**src/rtl/tx_ser_pkg.sv**
```systemverilog
package tx_ser_pkg;
  localparam int BYTE_W      = 8;
  localparam int PKT_BYTES   = 13;
  localparam int PKT_W       = BYTE_W * PKT_BYTES;
  localparam int IDX_W       = $clog2(PKT_BYTES);
  localparam int SHORT_LAST  = 8;
  localparam int FULL_LAST   = 12;
  localparam int CHAIN_START = 5;
  localparam logic [1:0] SIZE_WIDE = 2'b11;

  typedef logic [PKT_W-1:0]  pkt_t;
  typedef logic [BYTE_W-1:0] byte_t;
  typedef logic [IDX_W-1:0]  idx_t;

  typedef struct packed {
    logic       wr;
    logic [1:0] size;
    logic [3:0] tag;
    logic       spare;
  } hdr_t;
endpackage

```
**src/rtl/tx_rst_sync.sv**
```systemverilog
module tx_rst_sync #(
  parameter int unsigned STAGES = 2
) (
  input  logic clk,
  input  logic rst_n,
  output logic rst_s_n
);
  logic [STAGES-1:0] sh_q;

  always_ff @(posedge clk or negedge rst_n) begin
    if (!rst_n) sh_q <= '0;
    else        sh_q <= {sh_q[STAGES-2:0], 1'b1};
  end

  assign rst_s_n = sh_q[STAGES-1];
endmodule

```
**src/rtl/tx_pkt_class.sv**
```systemverilog
module tx_pkt_class
  import tx_ser_pkg::*;
(
  input  hdr_t hdr,
  output logic is_read,
  output idx_t last_idx
);
  logic full;

  always_comb begin
    is_read  = !hdr.wr;
    full     = is_read || (hdr.size == SIZE_WIDE);
    last_idx = full ? idx_t'(FULL_LAST) : idx_t'(SHORT_LAST);
  end
endmodule

```
**src/rtl/tx_byte_pick.sv**
```systemverilog
module tx_byte_pick
  import tx_ser_pkg::*;
(
  input  pkt_t  pkt,
  input  idx_t  idx,
  output byte_t lane
);
  byte_t lanes [PKT_BYTES];

  for (genvar g = 0; g < PKT_BYTES; g++) begin : g_lane
    assign lanes[g] = pkt[PKT_W-1-g*BYTE_W -: BYTE_W];
  end

  always_comb begin
    lane = '0;
    for (int k = 0; k < PKT_BYTES; k++) begin
      if (idx == idx_t'(k)) lane = lanes[k];
    end
  end
endmodule

```
**src/rtl/tx_launch_gate.sv**
```systemverilog
module tx_launch_gate (
  input  logic in_valid,
  input  logic in_is_read,
  input  logic rd_wait,
  input  logic wr_wait,
  input  logic idle,
  input  logic at_last,
  input  logic hdr_match,
  output logic in_ready,
  output logic accept,
  output logic chain
);
  logic blocked;
  logic slot_open;

  always_comb begin
    blocked   = in_is_read ? rd_wait : wr_wait;
    slot_open = idle || (at_last && hdr_match);
    in_ready  = !blocked && slot_open;
    accept    = in_valid && in_ready;
    chain     = accept && !idle;
  end
endmodule

```
**src/rtl/tx_link_serializer.sv**
```systemverilog
module tx_link_serializer
  import tx_ser_pkg::*;
#(
  parameter int unsigned RST_STAGES = 2
) (
  input  logic              clk,
  input  logic              rst_n,
  input  logic              in_valid,
  output logic              in_ready,
  input  logic [PKT_W-1:0]  in_pkt,
  input  logic              rd_wait,
  input  logic              wr_wait,
  output logic              tx_frame,
  output logic [BYTE_W-1:0] tx_data
);
  logic  rst_s_n;
  hdr_t  in_hdr;
  logic  in_is_read;
  idx_t  in_last;

  logic  frame_q, frame_d;
  idx_t  idx_q, idx_d;
  idx_t  last_q;
  hdr_t  hdr_q;
  pkt_t  pkt_q;
  byte_t data_q, data_d;

  logic  at_last, hdr_match, accept, chain, step;
  pkt_t  sel_pkt;
  idx_t  sel_idx;
  byte_t picked;

  tx_rst_sync #(.STAGES(RST_STAGES)) u_rst (
    .clk     (clk),
    .rst_n   (rst_n),
    .rst_s_n (rst_s_n)
  );

  assign in_hdr = hdr_t'(in_pkt[PKT_W-1 -: BYTE_W]);

  tx_pkt_class u_class (
    .hdr      (in_hdr),
    .is_read  (in_is_read),
    .last_idx (in_last)
  );

  assign at_last   = frame_q && (idx_q == last_q);
  assign hdr_match = (in_hdr == hdr_q);

  tx_launch_gate u_gate (
    .in_valid   (in_valid),
    .in_is_read (in_is_read),
    .rd_wait    (rd_wait),
    .wr_wait    (wr_wait),
    .idle       (!frame_q),
    .at_last    (at_last),
    .hdr_match  (hdr_match),
    .in_ready   (in_ready),
    .accept     (accept),
    .chain      (chain)
  );

  tx_byte_pick u_pick (
    .pkt  (sel_pkt),
    .idx  (sel_idx),
    .lane (picked)
  );

  // next-state
  always_comb begin
    frame_d = frame_q;
    idx_d   = idx_q;
    sel_pkt = pkt_q;
    sel_idx = idx_q + idx_t'(1);
    if (accept) begin
      frame_d = 1'b1;
      idx_d   = chain ? idx_t'(CHAIN_START) : '0;
      sel_pkt = in_pkt;
      sel_idx = idx_d;
    end else if (frame_q && !at_last) begin
      idx_d   = idx_q + idx_t'(1);
    end else if (frame_q) begin
      frame_d = 1'b0;
      idx_d   = '0;
    end
    data_d = frame_d ? picked : '0;
  end

  assign step = accept || frame_q;

  // sequencing state
  always_ff @(posedge clk or negedge rst_s_n) begin
    if (!rst_s_n) begin
      frame_q <= 1'b0;
      idx_q   <= '0;
      data_q  <= '0;
    end else if (step) begin
      frame_q <= frame_d;
      idx_q   <= idx_d;
      data_q  <= data_d;
    end
  end

  // packet capture
  always_ff @(posedge clk or negedge rst_s_n) begin
    if (!rst_s_n) begin
      last_q <= '0;
      hdr_q  <= '0;
    end else if (accept) begin
      last_q <= in_last;
      hdr_q  <= in_hdr;
    end
  end

  always_ff @(posedge clk) begin
    if (accept) pkt_q <= in_pkt;
  end

  assign tx_frame = frame_q;
  assign tx_data  = data_q;
endmodule

```
**config.mk**
```make
export PLATFORM = sky130hd
export DESIGN_NAME = tx_link_serializer
export DESIGN_NICKNAME = d
export VERILOG_FILES = /design/src/rtl/tx_ser_pkg.sv /design/src/rtl/tx_rst_sync.sv /design/src/rtl/tx_pkt_class.sv /design/src/rtl/tx_byte_pick.sv /design/src/rtl/tx_launch_gate.sv /design/src/rtl/tx_link_serializer.sv
export SDC_FILE = /design/constraint.sdc
export NUM_CORES = 1
export LEC_CHECK = 0
export ABC_AREA = 1
export BUFFER_PORTS_ARGS = -buffer_cell sky130_fd_sc_hd__clkbuf_2
export CORE_MARGIN = 2
export CORE_UTILIZATION = 49
export DETAILED_ROUTE_END_ITERATION = 12
export PLACE_DENSITY = 0.88
export SLEW_MARGIN = 20
export SYNTH_ARGS = -nofsm -noshare
export SYNTH_HDL_FRONTEND = slang
export SYNTH_SLANG_ARGS = --single-unit
```
**constraint.sdc**
```tcl
create_clock -name clk -period 1.1 [get_ports clk]
set_clock_uncertainty 0.05 [all_clocks]
set_input_delay 0.055 -clock clk [delete_from_list [all_inputs] [get_ports clk]]
set_output_delay 0.055 -clock clk [all_outputs]
set_load 0.02 [all_outputs]
```
==> results.cfg <==
[logic_synthesis]
yosysTopAreaCellShare_pct = 37.3
synth_top_family_by_area = simple AND/OR/NAND/NOR gates
synth_xor_xnor_area_share_pct = 1.10
ys_seq_area_share_pct = 48.5
async_flop_share_pct = 19.4
synth.avg_cell_area_sq_um = 7.07
synth_nets = 901
syn_area_sq_um = 5590
synthFlopType = dfxtp_1
synth-compound-area-share_pct = 5.55
ys_seq_elements = 129
synth-simple-area-share_pct = 36.8
synth_edf_count = 0
synth_warnings = 0
synth.distinct_cells = 33
synth.area.top_cells = dfxtp_1 (37%), nand2_1 (26%), dfrtp_1 (11%), inv_1 (4.2%), o21ai_0 (3.0%)
yosysTopAreaCell = dfxtp_1
synth_fa_ha_area_share_pct = 0.448
synthMuxAreaShare_pct = 0.179
syn-instance-count = 790

[setup_path]
cp_slowest_cell = dfrtp_1
critical_path_buf_inv_count = 3
r2r_slack_ns = -1.88
cp_max_fo = 8
worst_path_most_repeated_cell = nand2_1
crit_arrival_ns = 3.23
r2r-start = idx_q[0]
cp_cell_sequence = inv_2 -> ha_4 -> nand3_4 -> nor2_4 -> nand3_2 -> nand2_4 -> nand3_4 -> nand2_1 -> nand2_4 -> nand2_2 -> buf_4 -> nor2_1 -> buf_4 -> nand2_1 -> nand4_1 -> nor2_2 -> nand4_1 -> nand2_1 -> nand2_1 -> nand2_1 -> nand2_1
r2r_cells = 21
reg2reg_to = tx_data[0]
cpPeakStageDelay_ns = 0.40
end_kind = register
cp_top_family = simple AND/OR/NAND/NOR gates
cp.required_ns = 1.35
startpoint_type = register
critPathKind = register to register

[power]
ir_drop_mv = 1.72
p_sw_share_pct = 41.5
leakagePower_nw = 4.54
pwr-share-clk_pct = 21.0
p_per_area_nw_per_um2 = 3160
p_switching_mw = 11.8
p_int_mw = 16.7
combPwrFrac_pct = 50.7
p_seq_share_pct = 28.3

[sta]
clock.fmax_ghz = 0.336
setup_viol = 132
hold_violations = 51
drv_slew = 0
rsz0062_at_grt = true
finalCritPeriodShare_pct = 271
setup_ws_ns = -1.88
fin_hold_ws_ns = -0.183
period_needed_ns = 2.98

[cells_and_area]
layout.nets = 1170
drive_gt1_share_pct = 39.6
syn2layout_area_growth_pct = 61.7
fin_area_sq_um = 9030
nFillCells = 598

[clocking]
cts_tree = yes
cts_buffers = 17
htree_num_levels = 4
clk_latency_ns = 0.42
clockBufferDepth = 2
ctsHoldBuffers = 51
path_clk_slew_ns = 0.05
clock-sinks = 129
cts-root-buf = clkbuf_16

[routing]
via_count = 6595
first_pass_iters = 6
wl_met1_um = 7940
top_layer = met4
routed_wl_um = 22400
wl_met2_um = 11400
vias_per_cell = 5.43
ant_nets = 0
drc = 0
dr_wl_met3_um = 1760
initialDrtViolationCount = 513
wl_per_cell_um = 18.4

[placement]
gp_congestion = 0.849
place_hpwl_um = 11400
dpl-instance-area_sq_um = 6860
port_buffers = 118
dp_slack_ns = -1.65

[hold_path]
hold_path_end = pkt_q[89]
hold_start = in_pkt[89]
hp-class = input pin to register
whs_path_depth = 3

[global_routing]
grt_max_degree = 42
grt_pass1_wl_um = 29700
grt_pass1_vias = 6385
grt-ovfl-total = 0
gr-usage-all-layers_pct = 30.3
antenna_found_initial = 3

[floorplan]
placementRows = 38
initial_core_util_pct = 50.9
die_h_um = 111
die_x_um = 111
die_area_sq_um = 12300
io_pins = 119
core_sq_um = 11000

[status]
outcome = complete, but fails checks
violations = hold timing, setup timing

[flow_run]
max_cap_viol_count = 0
==> power groups by stage <==
stage,combinational (mW),clock (mW),sequential [mW]
after floorplan,6.99,0,7.96
after global placement,10.4,0,7.87
after detailed placement,10.7,0,7.97
after CTS,11.9,5.91,7.91
after global routing,15.4,6.19,8.22
final,14.5,5.99,8.08
==> registers in the layout, indices dropped and copies added (netlist names) <==
name / cells
pkt_q: 104
hdr_q: 8
tx_data: 8
idx_q: 4
last_q: 2
u_rst.sh_q: 2
tx_frame: 1
==> Yosys cell counts (2+ instances only) <==
cell type,instances
nor2_1,25
a21oi_1,10
buf_6,2
buf_2,15
dfrtp_1,25
xnor2_1,4
ha_1,2
nand4_1,24
inv_2,7
nor2_4,3
buf_4,3
o21ai_1,13
dfxtp_1,104
nand2_1,382
nand2_2,5
buf_1,2
or2_2,17
o21ai_0,33
inv_1,63
nor2_2,5
nand3_1,28
xor2_1,3
clkbuf_1,5
==> cell type report <==
cell class              count  area [sq um]  share of cell area (%)
multi-input cells         563          3000                    33.2
diodes                      3          7.51                  0.0831
inverters                  70           273                    3.02
clock inverters             9           116                    1.29
flip-flops and latches    129          2710                    30.0
well taps                 140           175                    1.94
clock buffers              23           519                    5.75
repair buffers            278          2240                    24.8
==> metal layers <==
layer	global-route usage (%)	up-vias
met1	33.3	3054
met4	15.4	0
met2	55.1	419
met3	6.34	126
met5	0	-
li1	-	2996
==> worst register-to-register path, stage by stage, from the launching register on <==
cell     delay (ns)
dfrtp_1        0.40
inv_2          0.10
ha_4           0.15
nand3_4        0.07
nor2_4         0.10
nand3_2        0.10
nand2_4        0.10
nand3_4        0.14
nand2_1        0.16
nand2_4        0.09
nand2_2        0.11
buf_4          0.13
nor2_1         0.06
buf_4          0.19
nand2_1        0.08
nand4_1        0.18
nor2_2         0.15
nand4_1        0.11
nand2_1        0.13
nand2_1        0.09
nand2_1        0.11
nand2_1        0.06
==> kinds of logic (layout without fill, tap and decap cells) <==
kind of cell,count (synthesis),after routing
buffers and inverters,98,380
AO/OA/AOI/OAI,60,60
adder cells (fa/ha/maj),2,2
flip-flops,129,129
multiplexers,1,1
AND/OR/NAND/NOR,492,492
XOR/XNOR,7,7
other,1,4
==> repair_timing <==
item / CTS / global route
buffers inserted: 7 / 18
gates cloned: 3 / 8
endpoints found under the hold margin: 105 / 51
setup endpoints to repair: 131 / 134
pin swaps: 11 / 23
gates resized for setup: 59 / 129
==> per-stage QoR <==
stage                     cells  TNS (ns)  utilization, %  power, mW
after floorplan             790    -95.65               -       15.0
after global routing       1215   -144.81            82.3       29.8
after CTS                  1186   -111.06            75.9       25.7
after detailed placement   1093   -115.24            62.4       18.7
after global placement     1093   -107.55            62.4       18.3
final                      1215   -137.87            82.3       28.5
==> layout by cell type, fill, tap and decap left out, drive strengths merged <==
cell and instances:
clkbuf 143, clkinv 3, inv 73, dfxtp 104, clkinvlp 1, xor2 3, bufbuf 1, or2 17
nor2 33, nand2 387, a21oi 10, dfrtp 25, mux2i 1, ha 2, buf 106, o21ai 46
bufinv 2, o22ai 1, nand4 25, conb 1, nand3 29, diode 3, xnor2 4, dlygate4sd3 51
a21boi 1, o2bb2ai 1, o211ai 1, nor3 1
==> worst max path at each step <==
stage / startpoint / endpoint / depth (start not counted)
after floorplan: idx_q[0] / tx_data[1] / 18
after detailed placement: idx_q[1] / tx_data[3] / 21
after global placement: idx_q[1] / tx_data[5] / 21
final: idx_q[0] / tx_data[0] / 21
after global routing: idx_q[0] / tx_data[0] / 21
after CTS: idx_q[0] / tx_data[0] / 20
No activity file was read; power rests on OpenSTA's default activity.
